$ cat config.mk
export PLATFORM = sky130hd
export DESIGN_NAME = vc_oldest_arb
export DESIGN_NICKNAME = d
export VERILOG_FILES = /design/src/rtl/vca_pkg.sv /design/src/rtl/vca_lane_elig.sv /design/src/rtl/vca_oldest_pick.sv /design/src/rtl/vca_rr_pick.sv /design/src/rtl/vc_oldest_arb.sv
export SDC_FILE = /design/constraint.sdc
export NUM_CORES = 1
export LEC_CHECK = 0
export BUFFER_PORTS_ARGS = -buffer_cell sky130_fd_sc_hd__clkbuf_2
export CAP_MARGIN = 20
export CORE_MARGIN = 10
export CORE_UTILIZATION = 57
export CTS_CLUSTER_DIAMETER = 200
export DETAILED_ROUTE_END_ITERATION = 8
export PLACE_DENSITY_LB_ADDON = 0.05
export RECOVER_POWER = 50
export SYNTH_ARGS = -nofsm -noshare
export SYNTH_HDL_FRONTEND = slang
export SYNTH_SLANG_ARGS = --single-unit
$ cat constraint.sdc
create_clock -name clk -period 3.75 [get_ports clk]
set_input_delay 0.1875 -clock clk [delete_from_list [all_inputs] [get_ports clk]]
set_output_delay 0.1875 -clock clk [all_outputs]
set_load 0.05 [all_outputs]
$ cat src/rtl/vca_pkg.sv
package vca_pkg;

  typedef enum logic {
    ARB_OLDEST = 1'b0,
    ARB_ROTATE = 1'b1
  } arb_mode_e;

endpackage

$ cat src/rtl/vca_lane_elig.sv
module vca_lane_elig #(
  parameter int NUM_LANES = 4
) (
  input  logic [NUM_LANES-1:0] lane_ready,
  input  logic [NUM_LANES-1:0] lane_credit,
  output logic [NUM_LANES-1:0] elig
);

  // A lane competes only with a flit waiting and space at the far end.
  for (genvar g = 0; g < NUM_LANES; g++) begin : g_lane
    assign elig[g] = lane_ready[g] & lane_credit[g];
  end

endmodule

$ cat src/rtl/vca_oldest_pick.sv
module vca_oldest_pick #(
  parameter int NUM_LANES = 4,
  parameter int TS_W      = 16,
  parameter int IDX_W     = $clog2(NUM_LANES)
) (
  input  logic [NUM_LANES-1:0]      elig,
  input  logic [TS_W-1:0]           now_ts,
  input  logic [NUM_LANES*TS_W-1:0] lane_deadline,
  output logic                      found,
  output logic [IDX_W-1:0]          idx
);

  // Distance of each stamp from now; read as signed, so it is safe across a wrap.
  logic [TS_W-1:0] rel [NUM_LANES];

  for (genvar g = 0; g < NUM_LANES; g++) begin : g_rel
    assign rel[g] = lane_deadline[g*TS_W +: TS_W] - now_ts;
  end

  logic [TS_W-1:0] best;

  // Linear scan with a strict less-than, so equal stamps keep the lower index.
  always_comb begin
    found = 1'b0;
    idx   = '0;
    best  = '0;
    for (int i = 0; i < NUM_LANES; i++) begin
      if (elig[i] && (!found || ($signed(rel[i]) < $signed(best)))) begin
        found = 1'b1;
        idx   = IDX_W'(i);
        best  = rel[i];
      end
    end
  end

endmodule

$ cat src/rtl/vca_rr_pick.sv
module vca_rr_pick #(
  parameter int NUM_LANES = 4,
  parameter int IDX_W     = $clog2(NUM_LANES)
) (
  input  logic                 clk,
  input  logic                 rst_n,
  input  logic [NUM_LANES-1:0] elig,
  input  logic                 adv,
  input  logic [IDX_W-1:0]     adv_idx,
  output logic                 found,
  output logic [IDX_W-1:0]     idx
);

  logic [IDX_W-1:0]       ptr;
  logic [2*NUM_LANES-1:0] dbl;
  logic [IDX_W-1:0]       off;
  logic [IDX_W:0]         sum;

  // Rotate the request vector so that the pointer lane lands at bit 0.
  always_comb begin
    dbl   = {elig, elig} >> ptr;
    found = 1'b0;
    off   = '0;
    for (int k = 0; k < NUM_LANES; k++) begin
      if (!found && dbl[k]) begin
        found = 1'b1;
        off   = IDX_W'(k);
      end
    end
    sum = {1'b0, ptr} + {1'b0, off};
    if (sum >= (IDX_W+1)'(NUM_LANES)) sum = sum - (IDX_W+1)'(NUM_LANES);
    idx = sum[IDX_W-1:0];
  end

  always_ff @(posedge clk or negedge rst_n) begin
    if (!rst_n) begin
      ptr <= '0;
    end else if (adv) begin
      ptr <= (adv_idx == IDX_W'(NUM_LANES-1)) ? '0 : adv_idx + 1'b1;
    end
  end

  // the pointer holds through any cycle without a rotating grant
  p_ptr_hold_r8: assert property (@(posedge clk) disable iff (!rst_n)
    !adv |=> $stable(ptr));

endmodule

$ cat src/rtl/vc_oldest_arb.sv
module vc_oldest_arb
  import vca_pkg::*;
#(
  parameter int NUM_LANES = 4,
  parameter int TS_W      = 16
) (
  input  logic                         clk,
  input  logic                         rst_n,
  input  logic                         arb_mode,
  input  logic [TS_W-1:0]              now_ts,
  input  logic [NUM_LANES-1:0]         lane_ready,
  input  logic [NUM_LANES-1:0]         lane_credit,
  input  logic [NUM_LANES*TS_W-1:0]    lane_deadline,
  output logic                         gnt_valid,
  output logic [NUM_LANES-1:0]         gnt_vec,
  output logic [$clog2(NUM_LANES)-1:0] gnt_idx
);

  localparam int IDX_W = $clog2(NUM_LANES);

  logic [NUM_LANES-1:0] elig;
  logic                 old_found, rr_found, pick_found, rr_adv;
  logic [IDX_W-1:0]     old_idx, rr_idx, pick_idx;
  logic [NUM_LANES-1:0] next_vec;
  arb_mode_e            mode;

  assign mode = arb_mode_e'(arb_mode);

  vca_lane_elig #(.NUM_LANES(NUM_LANES)) u_elig (
    .lane_ready  (lane_ready),
    .lane_credit (lane_credit),
    .elig        (elig)
  );

  vca_oldest_pick #(.NUM_LANES(NUM_LANES), .TS_W(TS_W), .IDX_W(IDX_W)) u_oldest (
    .elig          (elig),
    .now_ts        (now_ts),
    .lane_deadline (lane_deadline),
    .found         (old_found),
    .idx           (old_idx)
  );

  vca_rr_pick #(.NUM_LANES(NUM_LANES), .IDX_W(IDX_W)) u_rr (
    .clk     (clk),
    .rst_n   (rst_n),
    .elig    (elig),
    .adv     (rr_adv),
    .adv_idx (rr_idx),
    .found   (rr_found),
    .idx     (rr_idx)
  );

  always_comb begin
    if (mode == ARB_ROTATE) begin
      pick_found = rr_found;
      pick_idx   = rr_idx;
    end else begin
      pick_found = old_found;
      pick_idx   = old_idx;
    end
  end

  assign rr_adv = rr_found && (mode == ARB_ROTATE);

  for (genvar g = 0; g < NUM_LANES; g++) begin : g_dec
    assign next_vec[g] = pick_found && (pick_idx == IDX_W'(g));
  end

  always_ff @(posedge clk or negedge rst_n) begin
    if (!rst_n) begin
      gnt_valid <= 1'b0;
      gnt_vec   <= '0;
      gnt_idx   <= '0;
    end else begin
      gnt_valid <= pick_found;
      gnt_vec   <= next_vec;
      gnt_idx   <= pick_found ? pick_idx : '0;
    end
  end

  // never more than one lane on the link
  p_onehot_r6: assert property (@(posedge clk) disable iff (!rst_n)
    $onehot0(gnt_vec));

  // the lane number matches the one-hot bit
  p_idx_match_r6: assert property (@(posedge clk) disable iff (!rst_n)
    gnt_valid |-> gnt_vec[gnt_idx]);

  // the granted lane had both a flit and space in the sampled cycle
  p_eligible_r1: assert property (@(posedge clk) disable iff (!rst_n)
    gnt_valid |-> (($past(lane_ready & lane_credit) & gnt_vec) != '0));

  // nothing eligible gives an empty grant
  p_idle_r5: assert property (@(posedge clk) disable iff (!rst_n)
    ($past(lane_ready & lane_credit) == '0) |-> (!gnt_valid && gnt_vec == '0));

endmodule

### After elaboration in Yosys (flattened, before gate mapping)

Cells that the tools add are included.

* add/subtract/negate cells: 7
* divide/modulo/power cells: 0
* reductions and logical operators: 21
* $lt $le $gt $ge: 4
* multipliers: 0
* shift operators: 1
* bitwise gates (word level): 4
* multiplexer cells: 22
* equal/unequal tests: 4

Operator list (count)
* $sub 16x16->16: 4
* $lt 16x16->1: 3
* $mux 16: 3
* $mux 2: 8
* $logic_and 1x1->1: 11
* $mux 1: 11
* $shr 8x2->4: 1
* $eq 2x2->1 const B: 3
* $logic_not 1->1: 6
* $and 1x1->1: 4
* $add 2x2->3: 1
* $ge 3x3->1 const B: 1
* $logic_or 1x1->1: 3
* $add 2x1->2 const B: 1
* $eq 2x1->1 const B: 1
* $logic_not 2->1: 1
* $sub 2x1->2 const B: 1

* latch bits: 0
* word-level logic and storage cells: 67
* memories: 0
* bits in writable memories: 0
* bits in registers: 9
* bits of input ports: 91
* bits in read-only memories: 0
* output and inout bits: 7

### Logic depth before layout (Yosys ltp)

Gate-level depths: netlist of run 1.

* depth in word-level cells: 18
* gate-level depth with buffers: 44
* mapped depth without buffers: 41

### Hierarchy

From an unflattened synthesis of run 1, not the netlist that was laid out.

* cells, all modules: 667
* area total of the unflattened synthesis: 5011.1 um^2

Modules (own cells, without submodules)
* vca_oldest_pick: area each 4414.2 um^2, cells an instance 605, seq. area each 0.0 um^2, times used 1
* vc_oldest_arb: area each 294.0 um^2, cells an instance 24, seq. area each 175.2 um^2, times used 1
* vca_rr_pick: area each 277.8 um^2, cells an instance 34, seq. area each 50.0 um^2, times used 1
* vca_lane_elig: area each 25.0 um^2, cells an instance 4, seq. area each 0.0 um^2, times used 1

### Least setup slack after synthesis of run 1

Ideal clock, no wire load.

* kind: input-to-reg
* start point: input now_ts[2]
* end point: register gnt_vec[0]
* stages: 37
* buffers on the path: 2
* arrival time: 7354 ps
* required time: 3619 ps
* library setup time: 131 ps
* path slack: -3735 ps
* cell sequence: inv_1 -> ha_1 -> nor2b_1 -> o31a_1 -> o311a_1 -> o31ai_1 -> a21oi_1 -> a21oi_1 -> xnor2_1 -> nand2_1 -> ha_1 -> a221oi_2 -> o211ai_2 -> a2111oi_4 -> o22a_1 -> buf_2 -> clkbuf_1 -> a21o_1 -> inv_1 -> ha_1 -> nor2b_1 -> o21ai_0 -> a21oi_1 -> nand2_1 -> a31oi_2 -> o21ai_2 -> a21oi_2 -> mux2_2 -> ha_1 -> a21o_1 -> a2111oi_0 -> o21ai_0 -> nand3_1 -> nand3_1 -> a31oi_1 -> a221oi_4 -> nor3b_2

* word-level cells in the longest chain between the ends: 17
* elaborated cells between the ends (all ways): 28
* classes of those cells: add/sub (4); order compare (3); mux (11); reduce/logical (10)

Ends and longest elaborated chain
* start: declaration: line vc_oldest_arb.sv:10 `input logic [TS_W-1:0] now_ts,`
* $sub 16x16->16: line vca_oldest_pick.sv:17 `assign rel[g] = lane_deadline[g*TS_W +: TS_W] - now_ts;`
* $mux 16: line vca_oldest_pick.sv:28 `if (elig[i] && (!found || ($signed(rel[i]) < $signed(best)))) begin`
* $lt 16x16->1: line vca_oldest_pick.sv:28
* $logic_or 1x1->1: line vca_oldest_pick.sv:28
* $logic_and 1x1->1: line vca_oldest_pick.sv:28
* $mux 16 / $mux 1 (equally long branches): line vca_oldest_pick.sv:28
* $lt 16x16->1 / $logic_not 1->1 (equally long branches): line vca_oldest_pick.sv:28
* $logic_or 1x1->1: line vca_oldest_pick.sv:28
* [2 not listed]
* $lt 16x16->1 / $logic_not 1->1 (equally long branches): line vca_oldest_pick.sv:28
* $logic_or 1x1->1: line vca_oldest_pick.sv:28
* $logic_and 1x1->1: line vca_oldest_pick.sv:28
* $mux 2: line vca_oldest_pick.sv:28
* $mux 2: line vc_oldest_arb.sv:54 `if (mode == ARB_ROTATE) begin`
* $logic_not 2->1: line vc_oldest_arb.sv:66 `assign next_vec[g] = pick_found && (pick_idx == IDX_W'(g));`
* $logic_and 1x1->1 *: line vc_oldest_arb.sv:66
* via next_vec[0]: line vc_oldest_arb.sv:24 `logic [NUM_LANES-1:0] next_vec;`
* end signal: assignment: line vc_oldest_arb.sv:76 `gnt_vec <= next_vec;`
* end: declaration: line vc_oldest_arb.sv:15 `output logic [NUM_LANES-1:0] gnt_vec,`

The timed path passes the listed nets; every way through them passes the cells marked *.
A chain may end at the register's enable or synchronous reset.

### Final worst setup path of run 1

* start point: input now_ts[2]
* end point: register gnt_vec[2]

* word-level cells in the longest chain between the ends: 17
* elaborated cells between the ends (all ways): 28
* classes of those cells: add/sub (4); order compare (3); eq/ne (1); mux (11); reduce/logical (9)

Ends and longest elaborated chain (line)
* $sub 16x16->16: vca_oldest_pick.sv:17
* $mux 16: vca_oldest_pick.sv:28
* $lt 16x16->1: vca_oldest_pick.sv:28
* $logic_or 1x1->1: vca_oldest_pick.sv:28
* $logic_and 1x1->1: vca_oldest_pick.sv:28
* $mux 16 / $mux 1 (equally long branches): vca_oldest_pick.sv:28
* $lt 16x16->1 / $logic_not 1->1 (equally long branches): vca_oldest_pick.sv:28
* $logic_or 1x1->1: vca_oldest_pick.sv:28
* [2 not listed]
* $lt 16x16->1 / $logic_not 1->1 (equally long branches): vca_oldest_pick.sv:28
* $logic_or 1x1->1: vca_oldest_pick.sv:28
* $logic_and 1x1->1: vca_oldest_pick.sv:28
* $mux 2: vca_oldest_pick.sv:28
* $mux 2: vc_oldest_arb.sv:54
* $eq 2x2->1: vc_oldest_arb.sv:66
* $logic_and 1x1->1 *: vc_oldest_arb.sv:66
* via next_vec[2]: vc_oldest_arb.sv:24

Marks and branches as above.

==> flow_metrics.tcl, run 1 <==
set metrics [dict create \
    status "complete, but fails checks" \
    violations "setup timing" \
    reg2regPathDepth 9 \
    die_w_um 112 \
    h-tree-depth 1 \
    synth_cell_types 68 \
    io_pins 98 \
    finalWorstSetupSlack_ns -4.24 \
    crit_fanout 5 \
    finalHoldViolations 0 \
    met1_usage 0.332 \
    end_kind "flop" \
    worstSetupPathType "primary input to flop" \
    dpl.hpwl_mm 15.4 \
    yosysTopAreaCellShare 0.274 \
    clk_pin_slew_worst_paths_ns 0.05 \
    track_usage 0.284 \
    final_common_cell "buf_4" \
    grt_start_max_net_pins 15 \
    pre_cts_slack_ns -3.99 \
    fin_crit_ns 7.99 \
    max_freq_ghz 0.125 \
    drcViolationCount 0 \
    grt_use_met2 0.492 \
    maxCapViolCount 0 \
    drive_gt1_frac 0.397 \
    syn_area_um2 4830 \
    final_util 0.900 \
    setup_viol_count_final 6 \
    worst_slew_pin_slew_ns 0.501 \
    hp-start "lane_ready[3]" \
    vdd_drop_max_uv 300 \
    dp.cells 1025 \
    synth_cells 654 \
    first_pass_iters 8 \
    yosys_warnings 0 \
    r2r-end "gnt_vec[1]" \
    synth_flop_cell "dfrtp_1" \
    gp_congestion 0.984 \
    power.density_nw_per_um2 363 \
    area_growth_pct 53.0 \
    rsz0062_at_grt "yes" \
    insertion_delay_ns 0.24 \
    holdCritPathClass "primary input to flop" \
    min_to "gnt_idx[0]" \
    max_stage_delay_ns 0.40 \
    r2r-start "u_rr.ptr[0]" \
    synth-edff-count 0 \
    clock-sinks 9 \
    cts_buffer_depth 2 \
    yosys.area.top_type "ha_1" \
    start_util 0.588 \
    antenna_left 0 \
    max_slew_margin 0.664 \
    diodes 0 \
    clock_skew_ns 0.00383 \
    seq_area_frac_synth 0.0466 \
    overflow 0 \
    rows 33 \
    wirelength_mm 21.9 \
    cp-start-kind "primary input" \
    grt_pass1_vias 6689 \
    worst_path_max_delay_cell "a2111oi_4" \
    critPathMostFrequentCell "buf_4" \
    r2r_slack_ns 1.42 \
    antenna_found_initial 0 \
    avgRoutedWirePerCell_um 20.7 \
    via_count 6769 \
    port_buffers 97 \
    synth-async-reset-ratio 1.00 \
    avgViaCountPerCell 6.40 \
    die_y_um 112 \
    cts_buffers 3 \
    grt.busiest_layer "met2" \
    coreArea_um2 8220 \
    synth_nets 855 \
    syn_area_per_cell_um2 7.39 \
    mostFrequentLayoutCells "buf_4 (201), ha_1 (99), clkbuf_2 (94)" \
    finalNonFillerCells 1057 \
    die-area_um2 12600 \
    drt-initial-drc-count 888 \
    period_share 2.13 \
    root_buffer "clkbuf_8" \
    ys_seq_elements 9 \
    critPathRequiredTime_ns 3.89 \
    drv_slew 0 \
    synthTopCellsByArea "ha_1 (27%), xnor2_1 (6.7%), a21oi_1 (6.2%)" \
    use_met3 0.0485 \
    nNetsFinal 1154 \
    tritoncts "built" \
    hold_depth 3 \
    crit_arrival_ns 8.13 \
    leakagePower_uw 0.00368 \
    grt_pass1_wl_mm 30.9 \
]
final cells by class:
type,instances,area (um^2)
clock buffer,4,45.0
inverter,47,183
tap,105,131
timing repair buffer,304,2070
multi-input combinational,588,4740
sequential,9,225
fill,396,818
per-stage QoR:
step / power, uW / setup TNS (ns) / cell area [um^2] / hold WS [ns]
2_1_floorplan: 1420 / -18.45 / 5010 / -0.108
3_3_place_gp: 2040 / -22.23 / 6900 / 0.0375
3_5_place_dp: 2130 / -23.72 / 6900 / 0.0514
4_1_cts: 2380 / -20.82 / 7200 / 0.330
5_1_grt: 2820 / -25.94 / 7400 / 0.356
6_report: 2690 / -25.27 / 7400 / 0.341
synth_stat cells, drive strengths merged, types with 3 or more instances:
cell	instances
o221ai	4
a211oi	10
nand4	6
nand2	52
nand3	19
inv	47
nand2b	14
buf	6
a21oi	61
a2111oi	3
mux2i	10
ha	106
nor2	54
clkbuf	4
a21boi	4
and3	3
and2	6
nor3	22
xor2	13
o21a	18
xnor2	37
dfrtp	9
or2	7
nor2b	10
and4	3
fa	4
or3	5
o21ai	43
nor3b	5
a31oi	8
a221oi	3
a41oi	3
o31a	4
a21o	15
o211ai	8
critical path: cells and delay by family:
family / cells / cell delay, ns
AOI/OAI and AO/OA: 16 / 3.36
buffers and inverters: 14 / 1.87
and+or+nand+nor: 6 / 0.91
xor gates and xnor gates: 1 / 0.23
adders and majority gates: 4 / 1.11
muxes: 2 / 0.46
timing repair:
action	in CTS	in global routing
hold buffers	1	0
endpoints found under the hold margin	9	0
setup endpoints to repair	6	6
pin swaps	22	30
setup buffers	17	11
resized for setup	26	37
metal layers:
metal / vias to the layer above / share of wire
met2: 539 / 0.46
met1: 3059 / 0.37
met5: - / 0
li1: 3009 / -
met4: 0 / 0.070
met3: 162 / 0.10
power by group:
part / internal (uW) / leakage, uW / switching, uW
Clock: 74.6 / 0.0000228 / 44.1
Combinational: 1110 / 0.00355 / 1280
Sequential: 137 / 0.000114 / 41.8
logic make-up after synthesis:
| family | Yosys count | synth area share |
|---|---|---|
| xor+xnor | 50 | 0.0906 |
| simple gates | 212 | 0.215 |
| fa+ha+maj | 110 | 0.291 |
| buf+inv | 57 | 0.0468 |
| compound gates | 204 | 0.284 |
| flops | 9 | 0.0466 |
| mux | 12 | 0.0254 |
sequential cells by signal (all words and copies together) (netlist names):
signal     flops
gnt_vec        4
u_rr.ptr       2
gnt_idx        2
gnt_valid      1
worst max path at each step:
stage              start         end  slack (ns)
4_1_cts        now_ts[2]  gnt_vec[0]       -3.54
6_report       now_ts[2]  gnt_vec[2]       -4.24
3_3_place_gp   now_ts[2]  gnt_vec[3]       -3.74
5_1_grt        now_ts[1]  gnt_vec[2]       -4.35
2_1_floorplan  now_ts[2]  gnt_vec[0]       -3.14
3_5_place_dp   now_ts[2]  gnt_vec[3]       -3.99
(Power assumes the default switching activity.)
==> run 2, diff against run 1 <==
--- a/config.mk
+++ b/config.mk
@@ -8,9 +8,10 @@
 export BUFFER_PORTS_ARGS = -buffer_cell sky130_fd_sc_hd__clkbuf_2
 export CAP_MARGIN = 20
 export CORE_MARGIN = 10
-export CORE_UTILIZATION = 57
+export CORE_UTILIZATION = 55
 export CTS_CLUSTER_DIAMETER = 200
 export DETAILED_ROUTE_END_ITERATION = 8
+export GPL_TIMING_DRIVEN = 0
 export PLACE_DENSITY_LB_ADDON = 0.05
 export RECOVER_POWER = 50
 export SYNTH_ARGS = -nofsm -noshare
==> run 2 against run 1 <==
  * The run still ends with setup timing left
  * Via count shrank 18%
  * Clock skew shrank 0.0036 ns
  * Fmax grew 6.7%
  * Sequential cell count is the same
  * Critical path type unchanged
  * Largest power group unchanged
==> flow_metrics.tcl, run 2 (synthesized netlist as in run 1, its figures left out) <==
set metrics [dict create \
    status "complete, but fails checks" \
    violations "setup timing" \
    vdd_drop_max_uv 194 \
    r2r_slack_ns 1.34 \
    mostFrequentLayoutCells "ha_1 (95), clkbuf_2 (93), nor2_1 (51)" \
    largest_reg_flops 4 \
    crit_fanout 7 \
    end_kind "flop" \
    max_slew_margin 0.568 \
    avgViaCountPerCell 6.10 \
    hp-start "lane_credit[3]" \
    power.density_nw_per_um2 356 \
    clock_skew_ns 0.000275 \
    via_count 5545 \
    cts_buffers 3 \
    grt_pass1_wl_mm 25.2 \
    max_stage_delay_ns 0.39 \
    fin_crit_ns 7.49 \
    overflow 0 \
    cp-start-kind "primary input" \
    placed_cell_area_um2 5630 \
    die_w_um 114 \
    timing.hold.ws_ns 0.349 \
    worst_slew_pin_slew_ns 0.640 \
    worstSetupPathType "primary input to flop" \
    total_power_uw 2290 \
    period_share 2.00 \
    maxCapViolCount 0 \
    io_pins 98 \
    cts_buffer_depth 2 \
    root_buffer "clkbuf_8" \
    nNetsFinal 1003 \
    final_common_cell "ha_1" \
    crit_buf_inv 8 \
    setup_viol_count_final 6 \
    antenna_found_initial 0 \
    first_pass_iters 6 \
    grt_start_max_net_pins 11 \
    drv_slew 0 \
    gp_congestion 0.946 \
    avgRoutedWirePerCell_um 17.5 \
    drt-initial-drc-count 335 \
    clk_pin_slew_worst_paths_ns 0.04 \
    die-area_um2 12900 \
    hold_depth 3 \
    crit_family "compound AO/OA/AOI/OAI gates" \
    drcViolationCount 0 \
    reg2regPathDepth 10 \
    start_util 0.560 \
    insertion_delay_ns 0.22 \
    r2r-start "u_rr.ptr[0]" \
    antenna_left 0 \
    finish.instance_area_um2 6420 \
    r2r-end "gnt_vec[3]" \
    critPathRequiredTime_ns 3.90 \
    h-tree-depth 1 \
    worst_path_max_delay_cell "a221oi_4" \
    rsz0062_at_grt "yes" \
    diodes 0 \
    critPathMostFrequentCell "ha_4" \
    tritoncts "built" \
    grt_pass1_vias 5540 \
    area_growth_pct 32.8 \
    crit_arrival_ns 7.64 \
    setup_tns_ns -22.14 \
    coreArea_um2 8640 \
    dpl.hpwl_mm 12.6 \
    holdCritPathClass "primary input to flop" \
    top_register "gnt_vec" \
    drive_gt1_frac 0.291 \
    finalHoldViolations 0 \
    finalWorstSetupSlack_ns -3.74 \
    track_usage 0.230 \
    min_to "gnt_idx[0]" \
    leakagePower_uw 0.00296 \
    reg.largest.list "gnt_vec x4, gnt_idx x2, u_rr.ptr x2" \
    wirelength_mm 15.9 \
    port_buffers 97 \
    max_freq_ghz 0.133 \
    die_y_um 114 \
    clock-sinks 9 \
    rows 34 \
]
[run 2: report_power, final]
group | switching (uW) | leakage [uW] | internal, uW | total, uW
Combinational | 1120 | 0.00283 | 912 | 2030
Clock | 33.4 | 0.0000228 | 73.6 | 107
Sequential | 11.4 | 0.000114 | 137 | 149
[run 2: how the worst max path moves through the flow]
stage	startpoint	depth (start not counted)	end	slack, ns
after floorplan	now_ts[2]	38	gnt_vec[0]	-3.14
after global placement	now_ts[1]	37	gnt_vec[0]	-4.56
after detailed placement	now_ts[0]	40	gnt_vec[0]	-4.73
after CTS	now_ts[2]	38	gnt_vec[0]	-3.69
after global routing	now_ts[1]	40	gnt_vec[0]	-4.06
final	now_ts[2]	41	gnt_vec[0]	-3.74
[run 2: what timing repair did]
| action | in CTS | in global routing |
|---|---|---|
| pin swaps | 38 | 34 |
| endpoints found under the hold margin | 9 | 0 |
| hold buffers | 1 | 0 |
| endpoints found under the setup margin | 6 | 6 |
| gates resized for setup | 46 | 34 |
| setup buffers | 28 | 16 |
| cloned | 1 | 0 |
[run 2: cell type report]
cell class	instances	area, um^2
inverter	47	186
timing repair buffer	143	877
multi-input combinational	588	4860
fill	697	2210
sequential	9	225
tap	108	135
clock buffer	4	45.0
buffer	10	92.6
[run 2: stage by stage]
| stage | utilization | cells | worst slack (ns) |
|---|---|---|---|
| final | 0.744 | 909 | -3.74 |
| after detailed placement | 0.652 | 859 | -4.73 |
| after global routing | 0.744 | 909 | -4.06 |
| after floorplan | - | 654 | -3.14 |
| after global placement | 0.652 | 859 | -4.56 |
| after CTS | 0.710 | 893 | -3.69 |
[run 2: routing by layer]
metal,vias up,wire [um],global-route usage
met5,-,0,0
met2,224,7860,0.404
li1,2708,-,-
met1,2581,6470,0.276
met4,0,373,0.0804
met3,32,1210,0.0367
[run 2: worst register-to-register path, delay by kind of cell, from the launching register on]
family                   cells  cell delay (ns)
AO/OA/AOI/OAI                4             0.70
adder cells (fa/ha/maj)      1             0.20
buffers and inverters        1             0.33
XOR/XNOR                     2             0.51
AND/OR/NAND/NOR              2             0.25
flip-flops                   1             0.36
